==> src/rtl/cseq_pkg.sv <==
package cseq_pkg;
    typedef enum logic [0:0] {SQ_IDLE, SQ_BUSY} sq_state_e;
    localparam int A_CTRL     = 0;
    localparam int A_GLOBAL   = 1;
    localparam int A_IEN      = 2;
    localparam int A_STATUS   = 3;
    localparam int A_RES_BASE = 8;
    localparam logic [31:0] CTRL_WMASK = 32'h0F2F_FFFF;
endpackage

==> src/rtl/cseq_clkdiv.sv <==
module cseq_clkdiv #(
    parameter int DIV_W = 8
) (
    input  logic             clk,
    input  logic             rst_n,
    input  logic             en,
    input  logic [DIV_W-1:0] div_n,
    output logic             tick
);
    typedef struct packed {
        logic [DIV_W-1:0] cnt;
        logic             tick;
    } div_t;

    div_t st_d, st_q;

    always_comb begin
        st_d      = st_q;
        st_d.tick = 1'b0;
        if (!en) begin
            st_d.cnt = '0;
        end else if (st_q.cnt >= div_n) begin
            st_d.cnt  = '0;
            st_d.tick = 1'b1;
        end else begin
            st_d.cnt = st_q.cnt + 1'b1;
        end
    end

    always_ff @(posedge clk or negedge rst_n) begin
        if (!rst_n) st_q <= '0;
        else        st_q <= st_d;
    end

    assign tick = st_q.tick;

    AST_TICK_GAP: assert property (@(posedge clk) disable iff (!rst_n)
        (en && div_n != '0 && tick) |=> !tick);
endmodule

==> src/rtl/cseq_trig_sync.sv <==
module cseq_trig_sync #(
    parameter int NTRIG = 5
) (
    input  logic             clk,
    input  logic             rst_n,
    input  logic [NTRIG-1:0] trig_in,
    output logic [NTRIG-1:0] rise,
    output logic [NTRIG-1:0] fall
);
    typedef struct packed {
        logic [NTRIG-1:0] s1;
        logic [NTRIG-1:0] s2;
        logic [NTRIG-1:0] s3;
    } sync_t;

    sync_t st_d, st_q;

    always_comb begin
        st_d.s1 = trig_in;
        st_d.s2 = st_q.s1;
        st_d.s3 = st_q.s2;
    end

    always_ff @(posedge clk or negedge rst_n) begin
        if (!rst_n) st_q <= '0;
        else        st_q <= st_d;
    end

    for (genvar g = 0; g < NTRIG; g++) begin : g_edge
        assign rise[g] =  st_q.s2[g] & ~st_q.s3[g];
        assign fall[g] = ~st_q.s2[g] &  st_q.s3[g];
    end
endmodule

==> src/rtl/cseq_chan_pick.sv <==
module cseq_chan_pick #(
    parameter int NCH  = 8,
    parameter int CH_W = 3
) (
    input  logic [NCH-1:0]  mask,
    input  logic [CH_W-1:0] last,
    output logic            any,
    output logic [CH_W-1:0] lowest,
    output logic [CH_W-1:0] next
);
    always_comb begin
        any    = |mask;
        lowest = '0;
        for (int i = NCH - 1; i >= 0; i--) begin
            if (mask[i]) lowest = CH_W'(i);
        end
        next = lowest;
        for (int i = NCH - 1; i >= 0; i--) begin
            if (mask[i] && i > int'(last)) next = CH_W'(i);
        end
    end
endmodule

==> src/rtl/conv_seq.sv <==
module conv_seq #(
    parameter int NCH    = 8,
    parameter int RES_W  = 10,
    parameter int NTRIG  = 5,
    parameter int DIV_W  = 8,
    parameter int ADDR_W = 4
) (
    input  logic                       clk,
    input  logic                       rst_n,
    input  logic                       wr_en,
    input  logic                       rd_en,
    input  logic [ADDR_W-1:0]          addr,
    input  logic [31:0]                wdata,
    output logic [31:0]                rdata,
    input  logic [NTRIG-1:0]           trig_in,
    output logic                       conv_clk_en,
    output logic [2:0]                 conv_bits,
    output logic                       conv_start,
    output logic [$clog2(NCH)-1:0]     conv_chan,
    input  logic                       conv_done,
    input  logic [RES_W-1:0]           conv_result,
    output logic                       irq
);
    import cseq_pkg::*;

    localparam int CH_W = $clog2(NCH);

    typedef struct packed {
        logic [31:0]                 ctrl;
        logic [NCH-1:0]              ien;
        logic [NCH-1:0][RES_W-1:0]   res;
        logic [NCH-1:0]              done;
        logic [NCH-1:0]              ovr;
        logic [RES_W-1:0]            g_res;
        logic [CH_W-1:0]             g_ch;
        logic                        g_done;
        sq_state_e                   state;
        logic [CH_W-1:0]             chan;
        logic [CH_W-1:0]             last;
        logic                        start;
    } seq_t;

    seq_t st_d, st_q;

    logic [NTRIG-1:0] t_rise, t_fall;
    logic             sel_any;
    logic [CH_W-1:0]  sel_low, sel_next;
    logic             edge_hit;
    logic [2:0]       src;
    logic             pwr, burst;
    logic [NCH-1:0]   rd_clr;

    assign src   = st_q.ctrl[26:24];
    assign pwr   = st_q.ctrl[21];
    assign burst = st_q.ctrl[16];

    cseq_clkdiv #(.DIV_W(DIV_W)) u_div (
        .clk(clk), .rst_n(rst_n), .en(pwr),
        .div_n(st_q.ctrl[8 +: DIV_W]), .tick(conv_clk_en)
    );

    cseq_trig_sync #(.NTRIG(NTRIG)) u_sync (
        .clk(clk), .rst_n(rst_n), .trig_in(trig_in),
        .rise(t_rise), .fall(t_fall)
    );

    cseq_chan_pick #(.NCH(NCH), .CH_W(CH_W)) u_pick (
        .mask(st_q.ctrl[NCH-1:0]), .last(st_q.last),
        .any(sel_any), .lowest(sel_low), .next(sel_next)
    );

    always_comb begin
        edge_hit = 1'b0;
        for (int t = 0; t < NTRIG; t++) begin
            if (int'(src) == t + 2)
                edge_hit = st_q.ctrl[27] ? t_fall[t] : t_rise[t];
        end
        rd_clr = '0;
        for (int i = 0; i < NCH; i++) begin
            if (rd_en && int'(addr) == A_RES_BASE + i) rd_clr[i] = 1'b1;
        end
    end

    always_comb begin
        st_d       = st_q;
        st_d.start = 1'b0;
        st_d.done  = st_q.done & ~rd_clr;
        st_d.ovr   = st_q.ovr  & ~rd_clr;
        if (rd_en && int'(addr) == A_GLOBAL) st_d.g_done = 1'b0;
        if (wr_en && int'(addr) == A_CTRL)   st_d.ctrl = wdata & CTRL_WMASK;
        if (wr_en && int'(addr) == A_IEN)    st_d.ien  = wdata[NCH-1:0];
        case (st_q.state)
            SQ_IDLE: begin
                if (pwr && sel_any && (burst || src == 3'd1 || edge_hit)) begin
                    st_d.state = SQ_BUSY;
                    st_d.start = 1'b1;
                    st_d.chan  = burst ? sel_next : sel_low;
                    st_d.last  = burst ? sel_next : sel_low;
                end
            end
            default: begin
                if (conv_done) begin
                    st_d.res[st_q.chan]  = conv_result;
                    st_d.ovr[st_q.chan]  = st_q.done[st_q.chan] & ~rd_clr[st_q.chan];
                    st_d.done[st_q.chan] = 1'b1;
                    st_d.g_res  = conv_result;
                    st_d.g_ch   = st_q.chan;
                    st_d.g_done = 1'b1;
                    st_d.state  = SQ_IDLE;
                    if (!burst && src == 3'd1 && !(wr_en && int'(addr) == A_CTRL))
                        st_d.ctrl[26:24] = 3'd0;
                end
            end
        endcase
    end

    always_ff @(posedge clk or negedge rst_n) begin
        if (!rst_n) st_q <= '0;
        else        st_q <= st_d;
    end

    always_comb begin
        rdata = '0;
        case (int'(addr))
            A_CTRL:   rdata = st_q.ctrl;
            A_GLOBAL: begin
                rdata[6 +: RES_W] = st_q.g_res;
                rdata[24 +: CH_W] = st_q.g_ch;
                rdata[31]         = st_q.g_done;
            end
            A_IEN:    rdata[NCH-1:0] = st_q.ien;
            A_STATUS: begin
                rdata[NCH-1:0]  = st_q.done;
                rdata[8 +: NCH] = st_q.ovr;
                rdata[16]       = irq;
            end
            default: begin
                for (int i = 0; i < NCH; i++) begin
                    if (int'(addr) == A_RES_BASE + i) begin
                        rdata[6 +: RES_W] = st_q.res[i];
                        rdata[30]         = st_q.ovr[i];
                        rdata[31]         = st_q.done[i];
                    end
                end
            end
        endcase
    end

    assign conv_start = st_q.start;
    assign conv_chan  = st_q.chan;
    assign conv_bits  = st_q.ctrl[19:17];
    assign irq        = |(st_q.done & st_q.ien);

    AST_START_PULSE: assert property (@(posedge clk) disable iff (!rst_n)
        conv_start |=> !conv_start);
    AST_START_POWERED: assert property (@(posedge clk) disable iff (!rst_n)
        conv_start |-> $past(st_q.ctrl[21]));
    AST_DONE_SETS: assert property (@(posedge clk) disable iff (!rst_n)
        (st_q.state == SQ_BUSY && conv_done) |=> st_q.done[$past(st_q.chan)]);
    AST_OVR_NEEDS_DONE: assert property (@(posedge clk) disable iff (!rst_n)
        (st_q.ovr & ~$past(st_q.ovr) & ~$past(st_q.done)) == '0);
endmodule

==> config.mk <==
export PLATFORM = sky130hd
export DESIGN_NAME = conv_seq
export DESIGN_NICKNAME = d
export VERILOG_FILES = /design/src/rtl/cseq_pkg.sv /design/src/rtl/cseq_clkdiv.sv /design/src/rtl/cseq_trig_sync.sv /design/src/rtl/cseq_chan_pick.sv /design/src/rtl/conv_seq.sv
export SDC_FILE = /design/constraint.sdc
export NUM_CORES = 1
export LEC_CHECK = 0
export BUFFER_PORTS_ARGS = -buffer_cell sky130_fd_sc_hd__buf_2
export CORE_ASPECT_RATIO = 0.9
export CORE_UTILIZATION = 55
export DETAILED_ROUTE_END_ITERATION = 7
export PLACE_DENSITY = 0.75
export SKIP_LAST_GASP = 1
export SYNTH_ARGS = -nofsm -noshare
export SYNTH_HDL_FRONTEND = slang
export SYNTH_SLANG_ARGS = --single-unit
==> constraint.sdc <==
create_clock -name clk -period 4.18 [get_ports clk]
set_input_delay 0.627 -clock clk [delete_from_list [all_inputs] [get_ports clk]]
set_output_delay 0.627 -clock clk [all_outputs]
set_load 0.02 [all_outputs]
# Word-level counts from Yosys, hierarchy flattened
# Cells that the tools add are included.
classes:
  n_addsub: 1
  multipliers: 0
  div: 0
  magnitude_cmp: 10
  eq_ne: 19
  shift: 0
  muxes: 83
  bitwise: 28
  n_reduce_logical: 35
op_table:
  columns: ["op", "count"]
  rows:
  - ["10-bit two-way mux", 9]
  - ["80-bit bitwise mux", 1]
  - ["3-bit two-way mux", 19]
  - ["8-bit one-hot mux with 4 select lines", 1]
  - ["31-bit two-way mux", 1]
  - ["10-bit demux with 3-bit select", 1]
  - ["30-bit two-way mux", 1]
  - ["1-bit two-way mux", 28]
  - ["27-bit two-way mux", 1]
  - ["8-bit bitwise AND", 3]
  - ["8-bit two-way mux", 3]
  - ["1-bit logical AND", 23]
  - ["6-bit one-hot mux with 3 select lines", 1]
  - ["4-bit by 2-bit == test with 1-bit output, second input constant", 4]
  - ["4-bit == test, second input constant", 4]
  - ["2-bit two-way mux", 8]
  - ["8-bit OR reduction", 2]
  - ["3-bit == test, second input constant", 4]
  - ["4-bit by 3-bit == test with 1-bit output, second input constant", 3]
  - ["3-bit greater-than comparator, first input constant", 4]
  - ["1-bit NOT", 12]
  - ["1-bit bitwise AND", 11]
  - ["8-bit by 1-bit adder with 8-bit output, second input constant", 1]
  - ["8-bit bitwise mux", 1]
  - ["other kinds (22)", 30]
word_totals:
  reg_bits: 172
  latch_bits: 0
  ram_bits: 0
  romBits: 0
  output_inout_bits: 41
  mem_count: 0

# Longest topological paths before layout
# Gate-level depths: netlist of the first run.
logic_depth:
  ltp_word: 18
  depth_mapped: 8
  ltp_nobuf: 8

# By module
# A second synthesis of the first run with hierarchy kept.
hier_totals:
  hier_cells: 685
  hier_area_um2: 8642.0
by_module_without_submodules:
  columns: ["module", "instances", "cells_each", "area_per_inst_um2", "seq_area_each_um2"]
  rows:
  - ["conv_seq", 1, 557, 7297.0, 3703.6]
  - ["cseq_clkdiv", 1, 59, 596.8, 225.2]
  - ["cseq_trig_sync", 1, 25, 462.9, 375.4]
  - ["cseq_chan_pick", 1, 44, 285.3, 0.0]

# Worst setup path before layout of the first run
# OpenSTA, ideal clock, no wires.
synth_timing:
  kind: "input to output"
  from: "input port addr[0]"
  to: "output port rdata[6]"
  arrival_ns: 1.838
  slack_ns: 1.715
  path_stages: 5
  cell_sequence: "buf_4 > buf_4 > mux4_2 > mux2i_1 > o21ai_0"
synth_between:
  elab_chain_len: 10
  word_cells_on_any_way: 21
  cone_classes: "eq/ne (11); mux (9); reduce/logical (1)"
synth_lines:
  columns: ["element", "line_no", "rtl"]
  rows:
  - ["start, declared", "conv_seq.sv:12", "input logic [ADDR_W-1:0] addr,"]
  - ["4-bit == test", "conv_seq.sv:139", "if (int'(addr) == A_RES_BASE + i) begin"]
  - ["10-bit two-way mux (8 in series)", "conv_seq.sv:139", null]
  - ["2-bit one-hot mux with 4 select lines (*)", "conv_seq.sv:124", "case (int'(addr))"]
  - ["end, declared", "conv_seq.sv:14", "output logic [31:0] rdata,"]
# Mark *: on every way between the ends. The rest lies on a longest branch, timed or not.

# Final worst setup path of the first run
layout_timing:
  from: "input port addr[0]"
  to: "output port rdata[15]"
layout_between:
  elab_chain_len: 10
  word_cells_on_any_way: 21
  cone_classes: "eq/ne (11); mux (9); reduce/logical (1)"
layout_lines:
  columns: ["element", "line_no"]
  rows:
  - ["4-bit == test", "conv_seq.sv:139"]
  - ["10-bit two-way mux (8 in series)", "conv_seq.sv:139"]
  - ["8-bit one-hot mux with 4 select lines (*)", "conv_seq.sv:124"]
# Marked as above.

==> results of run 1 <==
[area by class of cell]
type	instances	area, sq um	area share, %
inverter	18	70.1	0.724
sequential	172	4300	44.5
tap	198	248	2.56
clock inverter	12	139	1.44
timing repair buffer	96	542	5.60
clock buffer	20	457	4.72
multi-input combinational	472	3920	40.5
[placed cells by master (no fill, tap or decap), drive strengths merged, types with 3 or more instances in the layout]
master | synthesis | final
a31oi | 7 | 7
a22oi | 11 | 11
conb | 1 | 5
nand2 | 72 | 72
o22ai | 12 | 12
inv | 18 | 19
ha | 9 | 9
clkinvlp | 0 | 4
o21ai | 20 | 20
mux4 | 21 | 21
mux2 | 122 | 122
nor2 | 42 | 42
and3 | 10 | 10
nor2b | 8 | 8
a21oi | 22 | 22
and2 | 3 | 3
clkinv | 0 | 5
nand2b | 8 | 8
nor3 | 6 | 6
buf | 40 | 96
o31ai | 5 | 5
a2111oi | 5 | 5
nor4 | 3 | 3
nand3 | 19 | 19
clkbuf | 9 | 20
a21o | 6 | 6
dfrtp | 172 | 172
xor2 | 6 | 6
mux2i | 25 | 25
[flip-flops by register name, summed over array words and instances (netlist names)]
name,count
u_sync.st_d,10
u_sync.st_q,5
u_div.st_q,8
conv_start,1
pwr,1
burst,1
u_div.tick,1
st_q,139
conv_bits,3
src,3
[cell families (layout without fill, tap and decap cells)]
kind of cell	after synthesis	after routing
buffers and inverters	67	146
adders and majority gates	9	9
muxes	168	168
xor gates and xnor gates	7	7
and+or+nand+nor	181	181
AOI/OAI and AO/OA	102	102
other	1	5
DFF	172	172
[final timing paths]
path	depth (start not counted)	slack, ns	end	startpoint
max in group asynchronous	2	2.81	st_q[24]	rst_n
worst max-delay path	6	1.29	rdata[15]	addr[0]
worst min-delay path	1	0.30	u_sync.st_d[8]	trig_in[3]
min in group asynchronous	1	0.31	u_sync.st_d[0]	rst_n
worst max register to register	4	1.66	st_q[115]	st_q[1]
worst min register to register	0	0.35	u_sync.st_d[0]	u_sync.st_d[5]
[power groups by stage]
stage / sequential [W] / clock [W] / combinational (W)
floorplan: 0.00243 / 0 / 0.00132
global placement: 0.00260 / 0 / 0.00149
detailed placement: 0.00265 / 0 / 0.00155
CTS: 0.00262 / 0.00160 / 0.00156
global route: 0.00270 / 0.00168 / 0.00170
finish: 0.00264 / 0.00158 / 0.00156
[worst max-delay path, delay by kind of cell]
| kind | cells | cell delay (ns) |
|---|---|---|
| buffers and inverters | 3 | 0.72 |
| muxes | 1 | 0.55 |
| AOI/OAI and AO/OA | 2 | 0.36 |
[per-layer routing]
layer	up-vias	part of all wire, %	global-route usage [%]
met1	3058	42	35.7
met2	249	49	44.6
li1	2677	-	-
met3	37	7.1	6.42
met4	0	2.0	9.45
met5	-	0	0
[through the flow]
| stage | hold slack [ns] | instance area (sq um) |
|---|---|---|
| 2_1_floorplan | 0.331 | 8610 |
| 3_3_place_gp | 0.338 | 9080 |
| 3_5_place_dp | 0.336 | 9080 |
| 4_1_cts | 0.291 | 9680 |
| 5_1_grt | 0.283 | 9680 |
| 6_report | 0.302 | 9680 |
==> results.toml, run 1 <==
[outcome]
outcome = "completed"

[yosys]
synthAdderAreaFrac_pct = 1.31
syn-cell-area_sq_um = 8600
synth.largest_area_cell = "dfrtp_1"
avgSynthCellArea_sq_um = 12.2
synth_common_cells = "dfrtp_1 (172), mux2_2 (101), nand2_1 (70)"
synth_top_area_share_pct = 50.1
yosysMostFrequentCell = "dfrtp_1"
yosys-top-cells-area = "dfrtp_1 (50%), mux2_2 (13%), mux4_2 (5.5%)"
synthMuxAreaShare_pct = 24.4
synth_seq_cells = 172
synthFlopType = "dfrtp_1"
ys_warn_count = 0
synth_top_family_by_area = "multiplexers"
synth-xor-area-share_pct = 0.713
syn_inst = 707
synth_seq_area_share_pct = 50.1
synthSimpleGateAreaFrac_pct = 10.7
synth_compound_area_share_pct = 8.28
synth_cell_types = 71
synthArstFlopShare_pct = 100
synth_edf_count = 0

[timing]
slew_headroom_pct = 24.4
finalMaxSlewViolations = 0
setup-violations-final = 0
rsz0062_at_grt = "no"
period_share_pct = 69.2
period_minus_slack_ns = 2.89
skew_ns = 0.00544
tns_ns = 0
worst_pin_slew_ns = 1.13
setup_slack_ns = 1.29
fmaxAchievable_ghz = 0.346
hold_viol = 0

[power]
total_power_w = 0.00578
ir_worst_vdd_mv = 0.412
power_density_nw_per_um2 = 597
clkPwrFrac_pct = 27.3
p_sw_share_pct = 32.9
internal_power_w = 0.00388
leakage_nw = 4.56
p_sw_w = 0.00190
p_seq_share_pct = 45.6
combPwrFrac_pct = 27.0

[clock_network]
clk_path_buf_depth = 2
ctsHoldBuffers = 0
clkLatencyLatePin_ns = 0.43
cts_made_buffers = 17
clkTransAtPathRegs_ns = 0.07
clock-sinks = 172
ctsResizeCount = 0
postCtsSetupBuffers = 0
cts-root-buf = "clkbuf_16"
cts_tree = "done"
htreeDepth = 4

[worst_hold_path]
hold_path.class = "input pin to register"

[place]
dp_hpwl_microns = 13600
io_buffers = 84
gp_congestion = 0.861
dp.cells = 956
pre_cts_ws_ns = 1.29

[worst_setup_path]
critPathKind = "input pin to output pin"
crit_top_cell = "buf_2"
cp_cell_sequence = "buf_2 -> buf_12 -> mux4_2 -> a21oi_1 -> o22ai_1 -> buf_2"
crit_fanout = 31
crit_arrival_ns = 2.26
slowest_delay_ns = 0.55
cp_slowest_cell = "mux4_2"
cp_data_required_time_ns = 3.55
start_kind = "input pin"
cp-end-kind = "output pin"

[floorplanning]
io_pins = 97
start_util_pct = 57.4
fp-row-count = 42
design.die.area_sq_um = 16100
die_w_microns = 134
core-area_sq_um = 15000
die_height_microns = 121

[layout]
area_growth_syn_to_layout_pct = 12.6
antenna_cells = 0
nets = 842
layout-drive-gt1-share_pct = 34.7
n_fill_cell = 1120
utilization_pct = 64.6
final_cells = 988

[route]
dr.pass1.iters = 5
routed_via_density = 6.09
wl_per_cell_microns = 20.6
num_vias = 6021
drc = 0
antenna_left = 0
drt_wl_total_microns = 20400
drt_iter0_markers = 481

[grt]
grt_pass1_wl_microns = 33100
gr-total-overflow = 0
grt_max_degree = 108
grt_pass1_vias = 6206
antenna_found_initial = 0
track_usage_pct = 27.3

[flow_run]
maxCapViolations = 0
No activity file was read; power rests on OpenSTA's default activity.
==> run 2: changes to the inputs <==
Settings changed: ABC_AREA set to 1, CORE_UTILIZATION 55 to 53, PLACE_DENSITY 0.75 to 0.76.
Clock period 4.18 ns to 2.3 ns, I/O delays scaled along.
==> run 2 against run 1 <==
Net effect:
- sequential share of layout area up 1.0 points
- final area down 2.2%
- wire length up 2.6%
- critical endpoint is now rdata[16]
- highest routed layer unchanged
==> results.toml, run 2 <==
[worst_setup_path]
start_kind = "register"
cp-startpoint = "st_q[30]"
rr_endpoint = "st_q[89]"
crit_fanout = 4
crit_end = "rdata[16]"
r2r-start = "st_q[1]"
cp_data_required_time_ns = 1.96
cp-end-kind = "output pin"
critPathKind = "register to output pin"
ff2ff_path_depth = 6
crit_arrival_ns = 1.89
r2r_setup_slack_ns = 0.35

[yosys]
synth_seq_area_share_pct = 53.4
synth.largest_area_cell = "dfrtp_1"
synthArstFlopShare_pct = 100
synth_top_area_share_pct = 53.4
syn-cell-area_sq_um = 8060
avgSynthCellArea_sq_um = 8.31
synth_common_cells = "nand2_1 (283), dfrtp_1 (172), o21ai_0 (115)"
ys_warn_count = 0
yosysMostFrequentCell = "nand2_1"
syn_inst = 970
synth_cell_types = 40
synth_edf_count = 0
synthFlopType = "dfrtp_1"
synth_seq_cells = 172
yosys-top-cells-area = "dfrtp_1 (53%), nand2_1 (13%), o21ai_0 (7.1%)"

[timing]
slew_headroom_pct = 51.8
finalMaxSlewViolations = 0
fmaxAchievable_ghz = 0.448
rsz0062_at_grt = "yes"
setup-violations-final = 0
worst_pin_slew_ns = 0.723
tns_ns = 0
period_minus_slack_ns = 2.23
skew_ns = 0.00484
holdWs_ns = 0.0206
period_share_pct = 97.1
hold_viol = 0

[clock_network]
cts_tree = "done"
clkTransAtPathRegs_ns = 0.06
clkLatencyLatePin_ns = 0.43
clk_path_buf_depth = 2
htreeDepth = 4
cts-root-buf = "clkbuf_16"
cts_made_buffers = 17
postCtsSetupBuffers = 0
clock-sinks = 172

[route]
drt_wl_total_microns = 20900
drc = 0
dr.pass1.iters = 5
num_vias = 7083
routed_via_density = 5.57
drt_iter0_markers = 742
wl_per_cell_microns = 16.4
antenna_left = 0

[grt]
grt_pass1_vias = 6587
grt_pass1_wl_microns = 34000
grt_max_degree = 63
track_usage_pct = 28.3
gr-total-overflow = 0
antenna_found_initial = 0

[flow_run]
maxCapViolations = 0

[outcome]
outcome = "completed"

[layout]
n_fill_cell = 1275
antenna_cells = 0
nets = 1126
regMostFlops = "st_q"
layout-drive-gt1-share_pct = 16.6
area_growth_syn_to_layout_pct = 17.4
mostFrequentLayoutCell = "nand2_1"
layout_common_cells = "nand2_1 (283), dfrtp_1 (172), o21ai_0 (115), inv_1 (85), buf_2 (83)"
largest_reg_flops = 139

[floorplanning]
core-area_sq_um = 14800
design.die.area_sq_um = 15700
fp-row-count = 42
die_height_microns = 119
start_util_pct = 54.6
io_pins = 97
die_w_microns = 132

[place]
io_buffers = 84
dp_hpwl_microns = 14700
gp_congestion = 0.957

[power]
ir_worst_vdd_mv = 0.670
leakage_nw = 4.73
power_density_nw_per_um2 = 1100

[worst_hold_path]
hold_path.class = "input pin to register"
[run 2: cell count changes after synthesis, moves of 19 or more]
cell / previous run / this run
nand2_1: 70 / 283
o21ai_0: 10 / 115
mux2_2: 101 / 0
inv_1: 17 / 85
o21ai_1: 10 / 42
mux2i_1: 25 / 0
nand4_1: 1 / 26
mux2_1: 21 / 0
mux4_2: 21 / 0
clkbuf_1: 6 / 25
[run 2: routing by layer]
| layer | up-vias | routed length [microns] | part of all wire, % | global-route usage, % |
|---|---|---|---|---|
| li1 | 3358 | - | - | - |
| met1 | 3344 | 9360 | 45 | 40.0 |
| met2 | 331 | 9240 | 44 | 42.9 |
| met3 | 50 | 1860 | 8.9 | 7.07 |
| met4 | 0 | 458 | 2.2 | 9.30 |
| met5 | - | 0 | 0 | 0 |
[run 2: layout make-up]
cell class	count	area (sq um)	share of cell area (%)
inverter	102	383	4.05
clock buffer	22	464	4.91
sequential	172	4300	45.5
clock inverter	10	186	1.97
timing repair buffer	115	694	7.34
tap	198	248	2.62
multi-input combinational	653	3180	33.6
[run 2: how the worst min path moves through the flow]
stage                   start              to  slack, ns  cells after the start
2_1_floorplan           rst_n           burst       0.05                      0
3_3_place_gp   u_sync.st_d[5]  u_sync.st_d[0]       0.33                      0
3_5_place_dp   u_sync.st_d[7]  u_sync.st_d[2]       0.34                      0
4_1_cts            trig_in[0]  u_sync.st_d[5]      0.003                      1
5_1_grt            trig_in[1]  u_sync.st_d[6]      0.006                      1
6_report           trig_in[2]  u_sync.st_d[7]       0.02                      1
[run 2: power breakdown]
part | switching (W) | internal (W) | leakage (nW) | total [W]
clock network | 0.00117 | 0.00199 | 0.307 | 0.00316
logic | 0.00164 | 0.000917 | 2.23 | 0.00256
registers | 0.000722 | 0.00399 | 2.19 | 0.00471
[run 2: cells by family (layout without fill, tap and decap cells)]
group | count (synthesis) | in the layout | synth area share (%)
other | 1 | 5 | 0.0465
XOR/XNOR | 5 | 5 | 0.543
AO/OA/AOI/OAI | 221 | 221 | 15.4
AND/OR/NAND/NOR | 413 | 413 | 21.6
adder cells (fa/ha/maj) | 9 | 9 | 1.40
buffers and inverters | 149 | 249 | 7.61
flip-flops | 172 | 172 | 53.4
[run 2: through the flow]
stage               cell area, sq um  instances  utilization, %  total power, W  worst slack, ns
floorplan                       8070        974               -         0.00638            0.488
global placement                8750       1236            59.2         0.00713            0.145
detailed placement              8750       1236            59.2         0.00722            0.134
CTS                             9420       1270            63.8          0.0104           0.0183
global route                    9460       1272            64.1          0.0111          -0.0730
finish                          9460       1272            64.1          0.0104           0.0656
[run 2: critical path, cell delays in order, from the launching register on]
cell,delay (ns)
dfrtp_1,0.40
a22o_1,0.27
a221oi_2,0.22
nand2_1,0.16
nand2_1,0.12
o21ai_0,0.11
buf_2,0.18
[run 2: repair_timing]
item / in CTS / in global routing
gates resized for setup: 0 / 5
setup endpoints to repair: 0 / 5
hold buffers: 2 / 2
endpoints found under the hold margin: 58 / 2
==> run 3: changes to the inputs <==
Settings changed: CELL_PAD_IN_SITES_DETAIL_PLACEMENT set to 1, CELL_PAD_IN_SITES_GLOBAL_PLACEMENT set to 1, CORE_UTILIZATION 53 to 39, CTS_CLUSTER_SIZE set to 20, PLACE_DENSITY 0.76 to 0.74.
==> run 3 against run 2 <==
Net effect:
- critical path depth grew 5
- largest cell class unchanged
- worst setup slack gained 0.034 ns
- sequential power is essentially flat
- clock skew grew 0.0035 ns
- global-route usage shrank 4.6 points
- highest routed layer unchanged
- combinational power grew 4%
- sequential share of layout area is essentially flat
- first-iteration DRC count shrank 46%
- clock power shrank 9.8%
- register-to-register slack gained 0.07 ns
- final area is essentially flat
- utilization shrank 17 points
==> results.toml, run 3 (synthesized netlist as in run 2, its figures left out) <==
[outcome]
outcome = "completed"

[route]
drt_wl_total_microns = 24100
antenna_left = 0
num_vias = 7012
wl_per_cell_microns = 18.1
routed_via_density = 5.28
drc = 0
drt_iter0_markers = 402
dr.pass1.iters = 4

[grt]
grt_pass1_vias = 7097
grt_max_degree = 59
gr-total-overflow = 0
grt_pass1_wl_microns = 39200
antenna_found_initial = 0
track_usage_pct = 23.7

[layout]
regMostFlops = "st_q"
layout_common_cells = "nand2_1 (283), dfrtp_1 (172), o21ai_0 (115), inv_1 (85), buf_2 (83)"
layout-drive-gt1-share_pct = 17.1
area_growth_syn_to_layout_pct = 17.4
mostFrequentLayoutCell = "nand2_1"
nets = 1126
antenna_cells = 0
largest_reg_flops = 139
utilization_pct = 47.0

[clock_network]
clock-sinks = 172
cts_made_buffers = 17
htreeDepth = 4
clkTransAtPathRegs_ns = 0.07
clkLatencyLatePin_ns = 0.43
cts_tree = "done"
clk_path_buf_depth = 2
cts-root-buf = "clkbuf_16"

[timing]
skew_ns = 0.00837
finalMaxSlewViolations = 0
tns_ns = 0
rsz0062_at_grt = "no"
holdWs_ns = 0.0190
setup-violations-final = 0
fmaxAchievable_ghz = 0.454
period_share_pct = 95.7
worst_pin_slew_ns = 0.686
period_minus_slack_ns = 2.20
hold_viol = 0
slew_headroom_pct = 54.2

[worst_setup_path]
cp_slowest_cell = "a22o_1"
cp_data_required_time_ns = 1.96
crit_arrival_ns = 1.86
r2r_setup_slack_ns = 0.42
cp_cell_sequence = "buf_2 -> inv_2 -> nand2_1 -> nor2_1 -> buf_4 -> a22o_1 -> a21oi_1 -> nand4_1 -> o21ai_1 -> nand4_1 -> buf_2"
critPathKind = "input pin to output pin"
start_kind = "input pin"
crit_fanout = 7
slowest_delay_ns = 0.20
cp-end-kind = "output pin"

[power]
leakage_nw = 4.71
clkPwrFrac_pct = 27.9
internal_power_w = 0.00653
p_sw_share_pct = 36.1
total_power_w = 0.0102
combPwrFrac_pct = 26.1
p_sw_w = 0.00369
ir_worst_vdd_mv = 0.516
p_seq_share_pct = 46.0
power_density_nw_per_um2 = 1080

[flow_run]
maxCapViolations = 0

[floorplanning]
core-area_sq_um = 20100
fp-row-count = 49
io_pins = 97
start_util_pct = 40.1
die_height_microns = 138
die_w_microns = 154
design.die.area_sq_um = 21200

[place]
io_buffers = 84
dp_hpwl_microns = 17400
gp_congestion = 0.865

[worst_hold_path]
hold_path.class = "input pin to register"
==> run 3: worst max-delay path, delay by kind of cell <==
| family | cells | cell delay, ns |
|---|---|---|
| AND/OR/NAND/NOR | 4 | 0.45 |
| buffers and inverters | 4 | 0.57 |
| AO/OA/AOI/OAI | 3 | 0.49 |
==> run 3: power groups by stage <==
| stage | combinational, W | clock, W | sequential, W |
|---|---|---|---|
| 2_1_floorplan | 0.00190 | 0 | 0.00448 |
| 3_3_place_gp | 0.00253 | 0 | 0.00468 |
| 3_5_place_dp | 0.00265 | 0 | 0.00472 |
| 4_1_cts | 0.00268 | 0.00292 | 0.00468 |
| 5_1_grt | 0.00304 | 0.00302 | 0.00483 |
| 6_report | 0.00267 | 0.00285 | 0.00470 |
==> run 3: path summary, 6_finish.rpt <==
check	startpoint	end	cells after the start
min reg2reg	u_sync.st_d[5]	u_sync.st_d[0]	0
min	trig_in[1]	u_sync.st_d[6]	1
min in group asynchronous	rst_n	u_sync.st_q[0]	2
max in group asynchronous	rst_n	st_q[124]	3
max	addr[0]	rdata[14]	11
max reg2reg	st_q[2]	st_q[43]	8
==> run 3: metrics by stage <==
step / area [sq um] / instances / setup WS [ns]
after floorplan: 8070 / 974 / 0.488
after global placement: 8840 / 1296 / 0.0841
after detailed placement: 8840 / 1296 / 0.0408
after CTS: 9420 / 1328 / 0.00643
after global routing: 9460 / 1328 / 0.00157
final: 9460 / 1328 / 0.0997
==> run 3: timing repair <==
item | 4_1_cts | 5_1_grt
gates resized for setup | 0 | 8
pin swaps | 1 | 1
setup buffers | 0 | 0
endpoints found under the setup margin | 1 | 8
endpoints found under the hold margin | 54 | 0
hold buffers | 1 | 0
==> run 3: final cells by class <==
| type | count | area, sq um |
|---|---|---|
| clock buffer | 18 | 429 |
| multi-input combinational | 653 | 3190 |
| tap | 255 | 319 |
| inverter | 102 | 383 |
| fill | 2452 | 10700 |
| sequential | 172 | 4300 |
| timing repair buffer | 115 | 687 |
| clock inverter | 13 | 141 |
==> run 3: per-layer routing <==
layer	vias to the layer above	part of all wire, %	track usage [%]
met2	156	45	36.6
met4	0	1.0	6.32
met1	3478	49	34.8
li1	3361	-	-
met5	-	0	0
met3	17	4.6	3.39
